--- src/rtl/fsk_demod_pkg.sv ---
// Shared types for the two-tone FSK demodulator.
// Assumes nothing beyond IEEE 1800-2017 packages.
package fsk_demod_pkg;

    // Timing-reference state of the period meter.
    typedef enum logic {
        MTR_NO_REF   = 1'b0,
        MTR_HAVE_REF = 1'b1
    } meter_state_e;

    // Capture control state of the top level.
    typedef enum logic {
        CAP_OFF = 1'b0,
        CAP_ON  = 1'b1
    } cap_state_e;

endpackage

--- src/rtl/fsk_zc_edge.sv ---
// Synchronizes the asynchronous comparator input through SYNC_STAGES flops,
// then finds rising edges among the cycles flagged by sample_en.
// Outputs are registered: samp_stb marks a sample, rise_stb marks a sample
// that saw low-to-high. Assumes SYNC_STAGES >= 2.
module fsk_zc_edge #(
    parameter int SYNC_STAGES = 2
) (
    input  logic clk,
    input  logic rst_n,
    input  logic sample_en,
    input  logic zc_in,
    output logic samp_stb,
    output logic rise_stb
);
    logic [SYNC_STAGES-1:0] sync_q;
    logic                   prev_q;
    logic                   sync_out;

    assign sync_out = sync_q[SYNC_STAGES-1];

    // First synchronizer flop takes the raw input.
    always_ff @(posedge clk) begin
        if (!rst_n) sync_q[0] <= 1'b0;
        else        sync_q[0] <= zc_in;
    end

    // Remaining synchronizer flops form a plain chain.
    for (genvar g = 1; g < SYNC_STAGES; g++) begin : g_sync
        always_ff @(posedge clk) begin
            if (!rst_n) sync_q[g] <= 1'b0;
            else        sync_q[g] <= sync_q[g-1];
        end
    end

    // Sampled edge detection, registered toward the period meter.
    always_ff @(posedge clk) begin
        if (!rst_n) begin
            prev_q   <= 1'b0;
            samp_stb <= 1'b0;
            rise_stb <= 1'b0;
        end else begin
            samp_stb <= sample_en;
            rise_stb <= sample_en & sync_out & ~prev_q;
            if (sample_en) prev_q <= sync_out;
        end
    end

    // an edge is only ever reported on a sample
    assert_rise_on_sample_R4: assert property (@(posedge clk) disable iff (!rst_n)
        rise_stb |-> samp_stb);

endmodule

--- src/rtl/fsk_period_meter.sv ---
// Counts samples between successive rising edges. The first edge after a
// clear only sets the reference (arm_stb). Later edges report the period
// (per_stb/per_val). LOSS_LIMIT samples without an edge give lost_stb and
// drop the reference. Assumes rise_stb is only set together with samp_stb.
module fsk_period_meter
    import fsk_demod_pkg::*;
#(
    parameter int LOSS_LIMIT = 40,
    localparam int CNT_W     = $clog2(LOSS_LIMIT + 1)
) (
    input  logic             clk,
    input  logic             rst_n,
    input  logic             clr,
    input  logic             samp_stb,
    input  logic             rise_stb,
    output logic             arm_stb,
    output logic             per_stb,
    output logic [CNT_W-1:0] per_val,
    output logic             lost_stb
);
    meter_state_e     state_q;
    logic [CNT_W-1:0] cnt_q;

    // Period counting, reference tracking and loss timeout.
    always_ff @(posedge clk) begin
        if (!rst_n || clr) begin
            state_q  <= MTR_NO_REF;
            cnt_q    <= '0;
            arm_stb  <= 1'b0;
            per_stb  <= 1'b0;
            per_val  <= '0;
            lost_stb <= 1'b0;
        end else begin
            arm_stb  <= 1'b0;
            per_stb  <= 1'b0;
            lost_stb <= 1'b0;
            if (samp_stb) begin
                if (rise_stb) begin
                    if (state_q == MTR_HAVE_REF) begin
                        per_stb <= 1'b1;
                        per_val <= cnt_q + 1'b1;
                    end else begin
                        arm_stb <= 1'b1;
                    end
                    state_q <= MTR_HAVE_REF;
                    cnt_q   <= '0;
                end else if (state_q == MTR_HAVE_REF) begin
                    if (cnt_q == CNT_W'(LOSS_LIMIT - 1)) begin
                        lost_stb <= 1'b1;
                        state_q  <= MTR_NO_REF;
                        cnt_q    <= '0;
                    end else begin
                        cnt_q <= cnt_q + 1'b1;
                    end
                end
            end
        end
    end

    // no reported period reaches past the loss limit
    assert_period_bounded_R6: assert property (@(posedge clk) disable iff (!rst_n)
        per_stb |-> (per_val <= CNT_W'(LOSS_LIMIT)));
    // rising edges need a low sample between them, so a period is >= 2
    assert_period_min_R4: assert property (@(posedge clk) disable iff (!rst_n)
        per_stb |-> (per_val >= CNT_W'(2)));
    // loss and a measured period never coincide
    assert_loss_exclusive_R6: assert property (@(posedge clk) disable iff (!rst_n)
        lost_stb |-> !per_stb && !arm_stb);

endmodule

--- src/rtl/fsk_bit_slicer.sv ---
// Sums CYCLES_PER_BIT periods and decides the bit: a sum above THRESH_SUM
// is the long (low) tone and gives 1. Emits a one-clock bit_stb. Assumes
// each period is at most MAX_PERIOD. clr drops any partial bit.
module fsk_bit_slicer #(
    parameter int CYCLES_PER_BIT = 16,
    parameter int MAX_PERIOD     = 40,
    parameter int THRESH_SUM     = 248,
    localparam int PER_W         = $clog2(MAX_PERIOD + 1),
    localparam int SUM_W         = $clog2(CYCLES_PER_BIT * MAX_PERIOD + 1),
    localparam int CYC_W         = $clog2(CYCLES_PER_BIT)
) (
    input  logic             clk,
    input  logic             rst_n,
    input  logic             clr,
    input  logic             per_stb,
    input  logic [PER_W-1:0] per_val,
    output logic             bit_stb,
    output logic             bit_val
);
    logic [CYC_W-1:0] cyc_q;
    logic [SUM_W-1:0] sum_q;
    logic [SUM_W-1:0] sum_next;

    // Running total including the period that arrives now.
    always_comb begin
        sum_next = sum_q + SUM_W'(per_val);
    end

    // Accumulate periods and slice at the end of each group.
    always_ff @(posedge clk) begin
        if (!rst_n || clr) begin
            cyc_q   <= '0;
            sum_q   <= '0;
            bit_stb <= 1'b0;
            bit_val <= 1'b0;
        end else begin
            bit_stb <= 1'b0;
            if (per_stb) begin
                if (cyc_q == CYC_W'(CYCLES_PER_BIT - 1)) begin
                    bit_stb <= 1'b1;
                    bit_val <= (sum_next > SUM_W'(THRESH_SUM));
                    cyc_q   <= '0;
                    sum_q   <= '0;
                end else begin
                    cyc_q <= cyc_q + 1'b1;
                    sum_q <= sum_next;
                end
            end
        end
    end

    // a bit takes many periods, so strobes never come back to back
    assert_bit_single_pulse_R3: assert property (@(posedge clk) disable iff (!rst_n)
        bit_stb |=> !bit_stb);
    // a bit is only decided on the cycle after a period arrives
    assert_bit_after_period_R3: assert property (@(posedge clk) disable iff (!rst_n)
        $rose(bit_stb) |-> $past(per_stb));

endmodule

--- src/rtl/fsk_tone_demod.sv ---
// Top of the two-tone FSK demodulator: capture control with start/abort,
// edge front end, period meter and bit slicer. Assumes sample_en is a
// periodic enable at the nominal sample rate and zc_in is asynchronous.
module fsk_tone_demod #(
    parameter int SYNC_STAGES    = 2,
    parameter int CYCLES_PER_BIT = 16,
    parameter int LOSS_LIMIT     = 40,
    parameter int THRESH_SUM     = 248
) (
    input  logic clk,
    input  logic rst_n,
    input  logic sample_en,
    input  logic zc_in,
    input  logic start,
    input  logic abort,
    output logic capturing,
    output logic bit_valid,
    output logic bit_data,
    output logic carrier_lost
);
    import fsk_demod_pkg::*;

    localparam int PER_W = $clog2(LOSS_LIMIT + 1);

    cap_state_e       cap_q;
    logic             samp_stb;
    logic             rise_stb;
    logic             arm_stb;
    logic             per_stb;
    logic [PER_W-1:0] per_val;
    logic             lost_stb;
    logic             bit_stb;
    logic             meter_clr;
    logic             slicer_clr;
    logic             lost_q;

    // Abort acts in its own cycle, not only once capture has dropped.
    always_comb begin
        meter_clr  = (cap_q == CAP_OFF) | abort;
        slicer_clr = meter_clr | lost_stb;
    end

    // Capture control: abort wins over start.
    always_ff @(posedge clk) begin
        if (!rst_n)     cap_q <= CAP_OFF;
        else if (abort) cap_q <= CAP_OFF;
        else if (start) cap_q <= CAP_ON;
    end

    // Carrier-loss flag: set by timeout, cleared by re-arm or a new start.
    always_ff @(posedge clk) begin
        if (!rst_n)                 lost_q <= 1'b0;
        else if (lost_stb)          lost_q <= 1'b1;
        else if (arm_stb || start)  lost_q <= 1'b0;
    end

    fsk_zc_edge #(
        .SYNC_STAGES(SYNC_STAGES)
    ) edge_i (
        .clk      (clk),
        .rst_n    (rst_n),
        .sample_en(sample_en),
        .zc_in    (zc_in),
        .samp_stb (samp_stb),
        .rise_stb (rise_stb)
    );

    fsk_period_meter #(
        .LOSS_LIMIT(LOSS_LIMIT)
    ) meter_i (
        .clk     (clk),
        .rst_n   (rst_n),
        .clr     (meter_clr),
        .samp_stb(samp_stb),
        .rise_stb(rise_stb),
        .arm_stb (arm_stb),
        .per_stb (per_stb),
        .per_val (per_val),
        .lost_stb(lost_stb)
    );

    fsk_bit_slicer #(
        .CYCLES_PER_BIT(CYCLES_PER_BIT),
        .MAX_PERIOD    (LOSS_LIMIT),
        .THRESH_SUM    (THRESH_SUM)
    ) slicer_i (
        .clk    (clk),
        .rst_n  (rst_n),
        .clr    (slicer_clr),
        .per_stb(per_stb),
        .per_val(per_val),
        .bit_stb(bit_stb),
        .bit_val(bit_data)
    );

    assign capturing    = (cap_q == CAP_ON);
    assign bit_valid    = bit_stb & ~abort;
    assign carrier_lost = lost_q;

    // abort closes the capture on the next clock
    assert_abort_closes_R7: assert property (@(posedge clk) disable iff (!rst_n)
        abort |=> !capturing);
    // no bit leaves in an abort cycle
    assert_abort_no_bit_R7: assert property (@(posedge clk) disable iff (!rst_n)
        abort |-> !bit_valid);
    // bits only leave while a capture is open
    assert_bit_needs_capture_R2: assert property (@(posedge clk) disable iff (!rst_n)
        bit_valid |-> capturing);
    // the loss flag only rises after a timeout from the meter
    assert_lost_from_timeout_R6: assert property (@(posedge clk) disable iff (!rst_n)
        $rose(carrier_lost) |-> $past(lost_stb));

endmodule

--- config.mk ---
export PLATFORM = sky130hd
export DESIGN_NAME = fsk_tone_demod
export DESIGN_NICKNAME = d
export VERILOG_FILES = /design/src/rtl/fsk_demod_pkg.sv /design/src/rtl/fsk_zc_edge.sv /design/src/rtl/fsk_period_meter.sv /design/src/rtl/fsk_bit_slicer.sv /design/src/rtl/fsk_tone_demod.sv
export SDC_FILE = /design/constraint.sdc
export NUM_CORES = 1
export LEC_CHECK = 0
export BUFFER_PORTS_ARGS = -buffer_cell sky130_fd_sc_hd__buf_2
export CAP_MARGIN = 20
export CORE_ASPECT_RATIO = 0.6
export CORE_MARGIN = 3
export CORE_UTILIZATION = 45
export DETAILED_ROUTE_END_ITERATION = 10
export HOLD_SLACK_MARGIN = 0.12
export SYNTH_ARGS = -nofsm -noshare
export SYNTH_HDL_FRONTEND = slang
export SYNTH_SLANG_ARGS = --single-unit
--- constraint.sdc ---
create_clock -name clk -period 3.75 [get_ports clk]
set_input_delay 0.5625 -clock clk [delete_from_list [all_inputs] [get_ports clk]]
set_output_delay 0.5625 -clock clk [all_outputs]
set_load 0.03 [all_outputs]
==> flow_metrics.env <==
export IMPL_dp_cells=256
export IMPL_synth_area_um2=1870
export IMPL_drt_first_pass_iters=4
export IMPL_path_max_fanout=4
export IMPL_ctsHoldBuffers=0
export IMPL_swShare_pct=22.5
export IMPL_slew_viol_final=0
export IMPL_core_area_um2=3830
export IMPL_cp_data_required_time_ns=3.94
export IMPL_ant_nets=0
export IMPL_hpwlAfterDp_um=2870
export IMPL_synth_simple_area_share_pct=22.5
export IMPL_path_class="reg -> reg"
export IMPL_grt_max_degree=19
export IMPL_status="complete, no violations"
export IMPL_place_area_um2=1940
export IMPL_synth_cells=208
export IMPL_synth_compound_area_share_pct=20.2
export IMPL_post_route_period_util_pct=62.1
export IMPL_postLayoutSetupSlackWorst_ns=1.42
export IMPL_min_path_type="reg -> reg"
export IMPL_clk_pin_slew_worst_paths_ns=0.09
export IMPL_cp_buffers_inverters=0
export IMPL_finalSetupTns_ns=0
export IMPL_clock_fmax_mhz=429
export IMPL_routabilityCongestion=0.861
export IMPL_final_util_pct=52.9
export IMPL_synth_avg_cell_area_um2=8.99
export IMPL_final_nets=231
export IMPL_holdWs_ns=0.442
export IMPL_fin_crit_ns=2.33
export IMPL_ys_ff_latch=39
export IMPL_ioPinCount=10
export IMPL_start_kind="flop"
export IMPL_via_per_inst=5.75
export IMPL_nFillCells=352
export IMPL_cts_buffers=5
export IMPL_maxSlewHeadroom_pct=63.3
export IMPL_cts_path_max_buffers=2
export IMPL_arrival_ns=2.52
export IMPL_grt_pass1_vias=1338
export IMPL_worst_pin_slew_ns=0.545
export IMPL_fin_area_um2=2030
export IMPL_post_cts_resized=0
export IMPL_fin_skew_ns=0.0147
export IMPL_p_seq_share_pct=58.8
export IMPL_synth_top_family_by_area="simple AND/OR/NAND/NOR gates"
export IMPL_vias=1517
export IMPL_cp_slowest_cell="fa_1"
export IMPL_peakVddDrop_mv=0.182
export IMPL_syn_nets=223
export IMPL_instances_no_fill=264
export IMPL_synthMuxAreaShare_pct=2.68
export IMPL_worstSkewPairLatency_ns=0.30
export IMPL_die_area_um2=4990
export IMPL_grt_pass1_wl_um=6440
export IMPL_drtIter0Drc=76
export IMPL_p_comb_share_pct=1.7
export IMPL_portBuffers=9
export IMPL_drive_gt1_share_pct=11.5
export IMPL_num_rows=17
export IMPL_cts_setup_buffers=0
export IMPL_cts_tree="yes"
export IMPL_antenna_found_initial=0
export IMPL_crit_chain="ha_1 > fa_1 > a21o_1 > a221oi_4 > nor3b_1 > or3_1 > a41o_1"
export IMPL_hold_viol=0
export IMPL_clkPwrFrac_pct=39.5
export IMPL_avgRoutedWirePerCell_um=14.5
export IMPL_ys_seq_area_share_pct=41.7
export IMPL_p_int_mw=0.551
export IMPL_synthXorXnorAreaFrac_pct=4.21
export IMPL_final_setup_viol_count=0
export IMPL_clockRootBuffer="clkbuf_8"
export IMPL_cp_end_kind="flop"
export IMPL_cap_violations=0
export IMPL_overflow=0
export IMPL_cp_top_family="compound AO/OA/AOI/OAI gates"
export IMPL_start_util_pct=48.9
export IMPL_synth_cell_types=47
export IMPL_wl_um=3830
export IMPL_p_leak_nw=0.733
export IMPL_htreeDepth=2
export IMPL_p_per_area_nw_per_um2=351
export IMPL_p_sw_mw=0.160
export IMPL_clkSinkCount=39
export IMPL_grt_usage_pct=16.6
export IMPL_dp_slack_ns=1.43
export IMPL_synthToLayoutAreaGrowth_pct=8.29
export IMPL_rsz0062_at_grt="no"
export IMPL_dieHeight_um=55.9
export IMPL_synthAdderAreaFrac_pct=6.42
export IMPL_drc=0
export IMPL_die_x_um=89.2
export IMPL_yosys_warnings=0
export IMPL_p_total_mw=0.712
export IMPL_n_antenna_cell=0
export IMPL_max_stage_delay_ns=0.43
-- sequential cells by signal (all words and copies together), names as in the netlist --
signal / count
meter_i.cnt_q: 6
slicer_i.bit_val: 1
meter_i.per_stb: 1
capturing: 1
slicer_i.bit_stb: 1
meter_i.lost_stb: 1
edge_i.samp_stb: 1
edge_i.prev_q: 1
meter_i.state_q: 1
carrier_lost: 1
edge_i.sync_q: 1
slicer_i.cyc_q: 4
slicer_i.sum_q: 10
meter_i.per_val: 6
edge_i.rise_stb: 1
meter_i.arm_stb: 1
edge_i.sync_out: 1
-- cell usage after synthesis (all sizes together) --
cell    instances  area [um^2]
dfxtp          39          781
nor2           36          138
a21oi          12         60.1
nand2          10         37.5
a22oi           9         67.6
ha              8          100
nand3           8         40.0
o21ai           8         40.0
clkbuf          7         26.3
nor3            6         30.0
a211oi          5         42.5
and2            5         31.3
mux2i           5         50.1
xnor2           5         43.8
a21o            4         31.3
nor2b           4         25.0
xor2            4         35.0
nor3b           3         22.5
a31oi           2         12.5
and3            2         17.5
nand3b          2         18.8
nand4           2         12.5
nor4            2         12.5
or3             2         12.5
a21boi          1         7.51
a221oi          1         26.3
a41o            1         10.0
a41oi           1         8.76
and3b           1         8.76
buf             1         11.3
fa              1         20.0
inv             1         3.75
nand4b          1         8.76
o211ai          1         7.51
o21a            1         7.51
o21bai          1         7.51
o311a           1         10.0
o31a            1         8.76
o31ai           1         12.5
o32ai           1         8.76
o41ai           1         8.76
or2             1         6.26
-- metal layers --
metal | vias up | routed length [um] | track usage, %
met5 | - | 0 | 0
met3 | 5 | 247 | 6.36
met4 | 0 | 36 | 4.03
met1 | 692 | 2190 | 27.6
met2 | 48 | 1360 | 18.8
li1 | 772 | - | -
-- power groups by stage --
stage	clock network, mW	logic (mW)	registers (mW)
after floorplan	0	0.00591	0.428
after global placement	0	0.0116	0.428
after detailed placement	0	0.0119	0.428
after CTS	0.289	0.0120	0.418
after global routing	0.312	0.0132	0.419
final	0.281	0.0120	0.418
-- area by class of cell --
type	count	area, um^2	share of cell area, %
clock buffers	5	68.8	3.40
repair buffers	9	45.0	2.22
well taps	47	58.8	2.90
flip-flops and latches	39	781	38.5
clock inverters	3	20.0	0.988
inverters	1	3.75	0.185
multi-input cells	160	1050	51.8
-- placed cells by master, fill, tap and decap left out, types with 2 or more instances in the layout --
cell,instances
dfxtp_1,39
nor4_1,2
nand2_1,10
xor2_1,4
nand3_1,8
xnor2_1,5
o21ai_0,8
buf_2,9
nor3b_1,3
a21o_1,3
clkbuf_8,5
a22oi_1,9
clkinvlp_4,2
and2_1,5
ha_1,8
a31oi_1,2
a211oi_1,4
nor2_1,35
a21oi_1,12
nor2b_1,4
or3_1,2
nor3_1,6
mux2i_1,5
nand4_1,2
-- worst paths after layout --
path	startpoint	to	slack, ns	cells after the start
hold reg to reg	edge_i.sync_q[0]	edge_i.sync_out	0.44	1
setup reg to reg	meter_i.per_val[0]	slicer_i.bit_val	1.42	7
hold / removal	edge_i.sync_q[0]	edge_i.sync_out	0.44	1
setup / recovery	meter_i.per_val[0]	slicer_i.bit_val	1.42	7
-- kinds of logic after synthesis --
| logic type | count (synthesis) |
|---|---|
| simple gates | 85 |
| compound gates | 52 |
| flops | 39 |
| xor+xnor | 9 |
| buf+inv | 9 |
| fa+ha+maj | 9 |
| mux | 5 |
No activity file was read; power rests on OpenSTA's default activity.
